File: config.mk
export PLATFORM = sky130hd
export DESIGN_NAME = dma_demand_chan
export DESIGN_NICKNAME = d
export VERILOG_FILES = /design/src/rtl/dma_chan_pkg.sv /design/src/rtl/dma_req_sync.sv /design/src/rtl/dma_xfer_regs.sv /design/src/rtl/dma_chan_fsm.sv /design/src/rtl/dma_demand_chan.sv
export SDC_FILE = /design/constraint.sdc
export NUM_CORES = 1
export LEC_CHECK = 0
export CAP_MARGIN = 20
export CORE_UTILIZATION = 53
export DETAILED_ROUTE_END_ITERATION = 12
export GPL_TIMING_DRIVEN = 0
export PLACE_DENSITY = 0.87
export SYNTH_ARGS = -nofsm -noshare
export SYNTH_HDL_FRONTEND = slang
export SYNTH_SLANG_ARGS = --single-unit
File: constraint.sdc
create_clock -name clk_i -period 3 [get_ports clk_i]
set_clock_uncertainty 0.2 [all_clocks]
set_input_delay 0.6 -clock clk_i [delete_from_list [all_inputs] [get_ports clk_i]]
set_output_delay 0.6 -clock clk_i [all_outputs]
set_load 0.03 [all_outputs]
File: src/rtl/dma_chan_pkg.sv
package dma_chan_pkg;
  typedef enum logic [2:0] {
    ST_IDLE,
    ST_REQ,
    ST_T1,
    ST_T2,
    ST_SUSP
  } chan_st_e;
endpackage

File: src/rtl/dma_req_sync.sv
module dma_req_sync #(
  parameter int STAGES = 2
) (
  input  logic clk_i,
  input  logic rst_ni,
  input  logic d_i,
  output logic q_o
);
  logic [STAGES-1:0] sr_q;

  for (genvar g = 0; g < STAGES; g++) begin : g_stage
    if (g == 0) begin : g_first
      always_ff @(posedge clk_i or negedge rst_ni)
        if (!rst_ni) sr_q[g] <= 1'b0;
        else         sr_q[g] <= d_i;
    end else begin : g_next
      always_ff @(posedge clk_i or negedge rst_ni)
        if (!rst_ni) sr_q[g] <= 1'b0;
        else         sr_q[g] <= sr_q[g-1];
    end
  end

  assign q_o = sr_q[STAGES-1];
endmodule

File: src/rtl/dma_xfer_regs.sv
module dma_xfer_regs #(
  parameter int AW = 16,
  parameter int CW = 16
) (
  input  logic          clk_i,
  input  logic          rst_ni,
  input  logic          load_i,
  input  logic [AW-1:0] base_addr_i,
  input  logic [CW-1:0] base_cnt_i,
  input  logic          step_i,
  input  logic          dir_dn_i,
  input  logic          reload_i,
  output logic [AW-1:0] cur_addr_o,
  output logic [CW-1:0] cur_cnt_o,
  output logic          last_o
);
  localparam logic [CW-1:0] CNT_ONE = CW'(1);
  localparam logic [AW-1:0] ADR_ONE = AW'(1);

  logic [AW-1:0] base_addr_q, addr_q;
  logic [CW-1:0] base_cnt_q, cnt_q;

  always_ff @(posedge clk_i or negedge rst_ni) begin
    if (!rst_ni) begin
      base_addr_q <= '0;
      base_cnt_q  <= '0;
    end else if (load_i) begin
      base_addr_q <= base_addr_i;
      base_cnt_q  <= base_cnt_i;
    end
  end

  // load beats reload beats step
  always_ff @(posedge clk_i or negedge rst_ni) begin
    if (!rst_ni) begin
      addr_q <= '0;
      cnt_q  <= '0;
    end else if (load_i) begin
      addr_q <= base_addr_i;
      cnt_q  <= base_cnt_i;
    end else if (reload_i) begin
      addr_q <= base_addr_q;
      cnt_q  <= base_cnt_q;
    end else if (step_i) begin
      addr_q <= dir_dn_i ? addr_q - ADR_ONE : addr_q + ADR_ONE;
      cnt_q  <= cnt_q - CNT_ONE;
    end
  end

  assign cur_addr_o = addr_q;
  assign cur_cnt_o  = cnt_q;
  assign last_o     = (cnt_q == CNT_ONE);
endmodule

File: src/rtl/dma_chan_fsm.sv
module dma_chan_fsm
  import dma_chan_pkg::*;
(
  input  logic clk_i,
  input  logic rst_ni,
  input  logic load_i,
  input  logic load_nz_i,
  input  logic req_s_i,
  input  logic async_i,
  input  logic auto_i,
  input  logic gnt_i,
  input  logic ready_i,
  input  logic eop_ni,
  input  logic last_i,
  output logic bus_req_o,
  output logic strobe_o,
  output logic xfer_o,
  output logic tc_o,
  output logic reload_o
);
  chan_st_e st_q, st_d;
  logic armed_q, drop_q, eop_q;
  logic in_cyc, fin, keep;

  assign in_cyc = (st_q == ST_T1) || (st_q == ST_T2);
  assign xfer_o = (st_q == ST_T2) && ready_i;
  assign fin    = last_i || eop_q || !eop_ni;
  // per-state mode: any low sample during the transfer stops the burst
  assign keep   = async_i ? (req_s_i && !drop_q) : req_s_i;

  always_comb begin
    st_d = st_q;
    unique case (st_q)
      ST_IDLE: if (!load_i && armed_q && req_s_i) st_d = ST_REQ;
      ST_SUSP: begin
        if (load_i)       st_d = ST_IDLE;
        else if (req_s_i) st_d = ST_REQ;
      end
      ST_REQ:  if (gnt_i) st_d = ST_T1;
      ST_T1:   st_d = ST_T2;
      ST_T2:   if (ready_i) st_d = fin ? ST_IDLE : (keep ? ST_T1 : ST_SUSP);
      default: st_d = ST_IDLE;
    endcase
  end

  always_ff @(posedge clk_i or negedge rst_ni) begin
    if (!rst_ni) begin
      st_q    <= ST_IDLE;
      armed_q <= 1'b0;
      drop_q  <= 1'b0;
      eop_q   <= 1'b0;
    end else begin
      st_q <= st_d;
      if (load_i)                      armed_q <= load_nz_i;
      else if (xfer_o && fin && !auto_i) armed_q <= 1'b0;
      if (xfer_o)                              drop_q <= 1'b0;
      else if (in_cyc && async_i && !req_s_i)  drop_q <= 1'b1;
      if (xfer_o)                  eop_q <= 1'b0;
      else if (in_cyc && !eop_ni)  eop_q <= 1'b1;
    end
  end

  assign bus_req_o = (st_q == ST_REQ) || in_cyc;
  assign strobe_o  = (st_q == ST_T1);
  assign tc_o      = xfer_o && last_i;
  assign reload_o  = xfer_o && fin && auto_i;
endmodule

File: src/rtl/dma_demand_chan.sv
module dma_demand_chan #(
  parameter int AW        = 16,
  parameter int CW        = 16,
  parameter int SYNC_STGS = 2
) (
  input  logic          clk_i,
  input  logic          rst_ni,
  input  logic          cfg_load_i,
  input  logic [AW-1:0] cfg_addr_i,
  input  logic [CW-1:0] cfg_cnt_i,
  input  logic          cfg_auto_i,
  input  logic          cfg_async_i,
  input  logic          cfg_dir_dn_i,
  input  logic          dreq_i,
  input  logic          eop_ni,
  output logic          bus_req_o,
  input  logic          bus_gnt_i,
  output logic          bus_strobe_o,
  output logic [AW-1:0] bus_addr_o,
  input  logic          bus_ready_i,
  output logic          xfer_done_o,
  output logic          eop_o,
  output logic [CW-1:0] cnt_o
);
  logic req_s, last, xfer, reload;

  dma_req_sync #(.STAGES(SYNC_STGS)) u_sync (
    .clk_i (clk_i),
    .rst_ni(rst_ni),
    .d_i   (dreq_i),
    .q_o   (req_s)
  );

  dma_chan_fsm u_fsm (
    .clk_i    (clk_i),
    .rst_ni   (rst_ni),
    .load_i   (cfg_load_i),
    .load_nz_i(cfg_cnt_i != '0),
    .req_s_i  (req_s),
    .async_i  (cfg_async_i),
    .auto_i   (cfg_auto_i),
    .gnt_i    (bus_gnt_i),
    .ready_i  (bus_ready_i),
    .eop_ni   (eop_ni),
    .last_i   (last),
    .bus_req_o(bus_req_o),
    .strobe_o (bus_strobe_o),
    .xfer_o   (xfer),
    .tc_o     (eop_o),
    .reload_o (reload)
  );

  dma_xfer_regs #(.AW(AW), .CW(CW)) u_regs (
    .clk_i      (clk_i),
    .rst_ni     (rst_ni),
    .load_i     (cfg_load_i),
    .base_addr_i(cfg_addr_i),
    .base_cnt_i (cfg_cnt_i),
    .step_i     (xfer),
    .dir_dn_i   (cfg_dir_dn_i),
    .reload_i   (reload),
    .cur_addr_o (bus_addr_o),
    .cur_cnt_o  (cnt_o),
    .last_o     (last)
  );

  assign xfer_done_o = xfer;
endmodule

==> impl_metrics.json <==
{
  "rsz0062_at_grt": "yes",
  "fin_crit_sh_pct": 102.1,
  "drt_drc_violations_left": 0,
  "drt_wl_total_um": 13330,
  "worst_setup_path_end_kind": "output port",
  "status": "finished, violations left",
  "yosys-top-cells-count": "dfrtp_1 (72), nand2_1 (45), nor2_1 (42), o21ai_0 (42), a21oi_1 (35)",
  "antennaDiodeCount": 0,
  "synth_ff_type": "dfrtp_1",
  "synth_edf_count": 0,
  "fmax_mhz": 326.3,
  "clock_sinks": 72,
  "fin_ws_ps": -64.42,
  "grt_max_degree": 73,
  "drt_pass1_iterations": 7,
  "dp_worst_setup_slack_ps": -1360,
  "ys_types": 59,
  "hpwl_um": 9098,
  "synth_nets": 537,
  "die_w_um": 92.16,
  "grt_pass1_vias": 4323,
  "start_util_pct": 55.18,
  "ys_top_cells_by_area": "dfrtp_1 (42%), o21ai_0 (4.9%), ha_1 (4.6%), a21oi_1 (4.1%), mux2_2 (3.9%)",
  "syn_area_per_cell_um2": 9.012,
  "via_per_inst": 6.404,
  "vias": 4348,
  "fin_crit_ps": 3064,
  "ioPinCount": 78,
  "die_area_um2": 8493,
  "whs_ps": 163.4,
  "power.total_uw": 3894,
  "ant_nets": 0,
  "antenna_found_initial": 0,
  "tightest_slew_ps": 917.5,
  "synth-seq-cells": 72,
  "cp.required_ps": 2200,
  "syn-cell-area_um2": 4308,
  "coreArea_um2": 7807,
  "ys_seq_area_share_pct": 41.82,
  "finalHoldViolCount": 0,
  "clk_latency_ps": 360,
  "setup_viol": 2,
  "yosysTopAreaCellShare_pct": 41.82,
  "p_per_area_nw_per_um2": 703.5,
  "postSynth.asyncResetShare_pct": 100.0,
  "crit_type": "reg2out",
  "cts_tree": "done",
  "die_y_um": 92.16,
  "crit_path_max_fanout": 2,
  "cts_max_path_buffers": 2,
  "track_usage_pct": 32.60,
  "leakage_uw": 0.002271,
  "start_kind": "flop",
  "ctsHoldBuffers": 0,
  "nets": 631,
  "area_growth_syn_to_layout_pct": 28.49,
  "maxCapViolations": 0,
  "io_buffers": 76,
  "vdd_drop_max_mv": 0.3760,
  "hold_class": "reg2reg",
  "clkTransAtPathRegs_ps": 80,
  "syn_inst": 478,
  "violations": "setup timing",
  "grt_pass1_wl_um": 21310,
  "drtIter0Drc": 401,
  "worstPathArrival_ps": 2260,
  "yosys_warnings": 0,
  "rows": 32,
  "grt-ovfl-total": 0,
  "drive_gt1_share_pct": 12.48,
  "place.gp.congestion": 0.8597,
  "netlist.top_cell.by_area": "dfrtp_1",
  "numCtsBuffers": 9,
  "root_buffer": "clkbuf_8",
  "synth_most_common_cell": "dfrtp_1",
  "wl_per_cell_um": 19.63,
  "relSlewSlack_pct": 38.83,
  "htreeDepth": 3,
  "slew_violations": 0
}
## layer usage
metal | vias up | wire length [um] | GRT usage (%)
li1 | 1951 | - | -
met1 | 2116 | 5464 | 43.80
met2 | 240 | 6315 | 51.18
met3 | 41 | 1159 | 5.224
met4 | 0 | 393 | 16.15
met5 | - | 0 | 0
## flip-flops by register name, summed over array words and instances, names as in the netlist
register / count
u_fsm.drop_q: 1
u_regs.cur_addr_o: 16
u_fsm.st_q: 3
u_sync.q_o: 1
u_sync.sr_q: 1
u_regs.cur_cnt_o: 16
u_fsm.eop_q: 1
u_regs.base_addr_q: 16
u_regs.base_cnt_q: 16
u_fsm.armed_q: 1
## area by class of cell
class | count | area, um^2
Inverter | 24 | 90.09
Tap cell | 102 | 127.6
Sequential cell | 72 | 1803
Multi-Input combinational cell | 358 | 2365
Clock buffer | 11 | 141.4
Buffer | 23 | 140.1
Clock inverter | 5 | 56.30
Fill cell | 605 | 2272
Timing Repair Buffer | 84 | 812.0
## per-stage QoR
stage          instances  utilization [%]  instance area, um^2  setup TNS [ps]
2_1_floorplan        478                -                 4310               0
6_report             679            70.90                 5535          -72.67
4_1_cts              679            70.42                 5498          -182.2
5_1_grt              679            70.90                 5535          -207.0
3_5_place_dp         656            66.55                 5196          -12410
3_3_place_gp         656            66.59                 5199         -105220
## layout by cell type (no fill, tap or decap), types with 9 or more instances in the layout
cell,synthesis,final
inv_1,23,23
o211ai_1,10,10
nand3_1,14,14
nor3_1,14,14
clkdlybuf4s50_1,0,72
dfrtp_1,72,71
nor4_1,9,9
mux2_2,15,15
nor2_1,42,41
clkbuf_1,15,12
ha_1,16,12
nand2_1,45,44
clkbuf_8,0,10
a21oi_1,35,35
o21ai_0,42,40
buf_4,1,10
## path summary, 6_finish.rpt
kind,startpoint,endpoint,slack (ps),depth (start not counted)
min reg2reg,u_sync.sr_q[0]$_DFF_PN0_,u_sync.q_o$_DFF_PN0_,160,0
min in group asynchronous,rst_ni,u_regs.cur_addr_o[10]$_DFFE_PN0P_,170,1
min,u_sync.sr_q[0]$_DFF_PN0_,u_sync.q_o$_DFF_PN0_,160,0
max reg2reg,u_regs.cur_cnt_o[8]$_DFFE_PN0P_,u_regs.cur_addr_o[0]$_DFFE_PN0P_,-10,10
max in group asynchronous,rst_ni,u_regs.cur_cnt_o[7]$_DFFE_PN0P_,1790,1
max,u_regs.cur_cnt_o[8]$_DFFE_PN0P_,eop_o,-60,5
## repair_timing
| action | in CTS | in global routing |
|---|---|---|
| setup endpoints to repair | 20 | 30 |
| pin swaps | 6 | 7 |
| setup buffers | 7 | 1 |
| resized for setup | 29 | 11 |
| cloned | 0 | 0 |
## cell families (layout without fill, tap and decap cells)
| group | after synthesis | in the layout | share of synthesized area [%] |
|---|---|---|---|
| DFF | 72 | 72 | 41.82 |
| muxes | 18 | 18 | 4.618 |
| adders and majority gates | 17 | 17 | 5.112 |
| and+or+nand+nor | 160 | 160 | 17.83 |
| buffers and inverters | 48 | 147 | 4.995 |
| AOI/OAI and AO/OA | 154 | 154 | 23.79 |
| xor gates and xnor gates | 9 | 9 | 1.830 |
## critical path, cell delays in order, from the launching register on
cell     delay, ps
dfrtp_1        390
or4_4          540
or4_4          460
or2_4          290
nor2_4          90
buf_6          140
## power by group
group	total (uW)	internal (uW)	leakage (uW)	switching, uW
clock network	788	406	0.0000993	382
registers	1320	1140	0.000855	182
logic	1780	736	0.00132	1050
total	3890	2280	0.00227	1610
No activity file was read; power rests on OpenSTA's default activity.
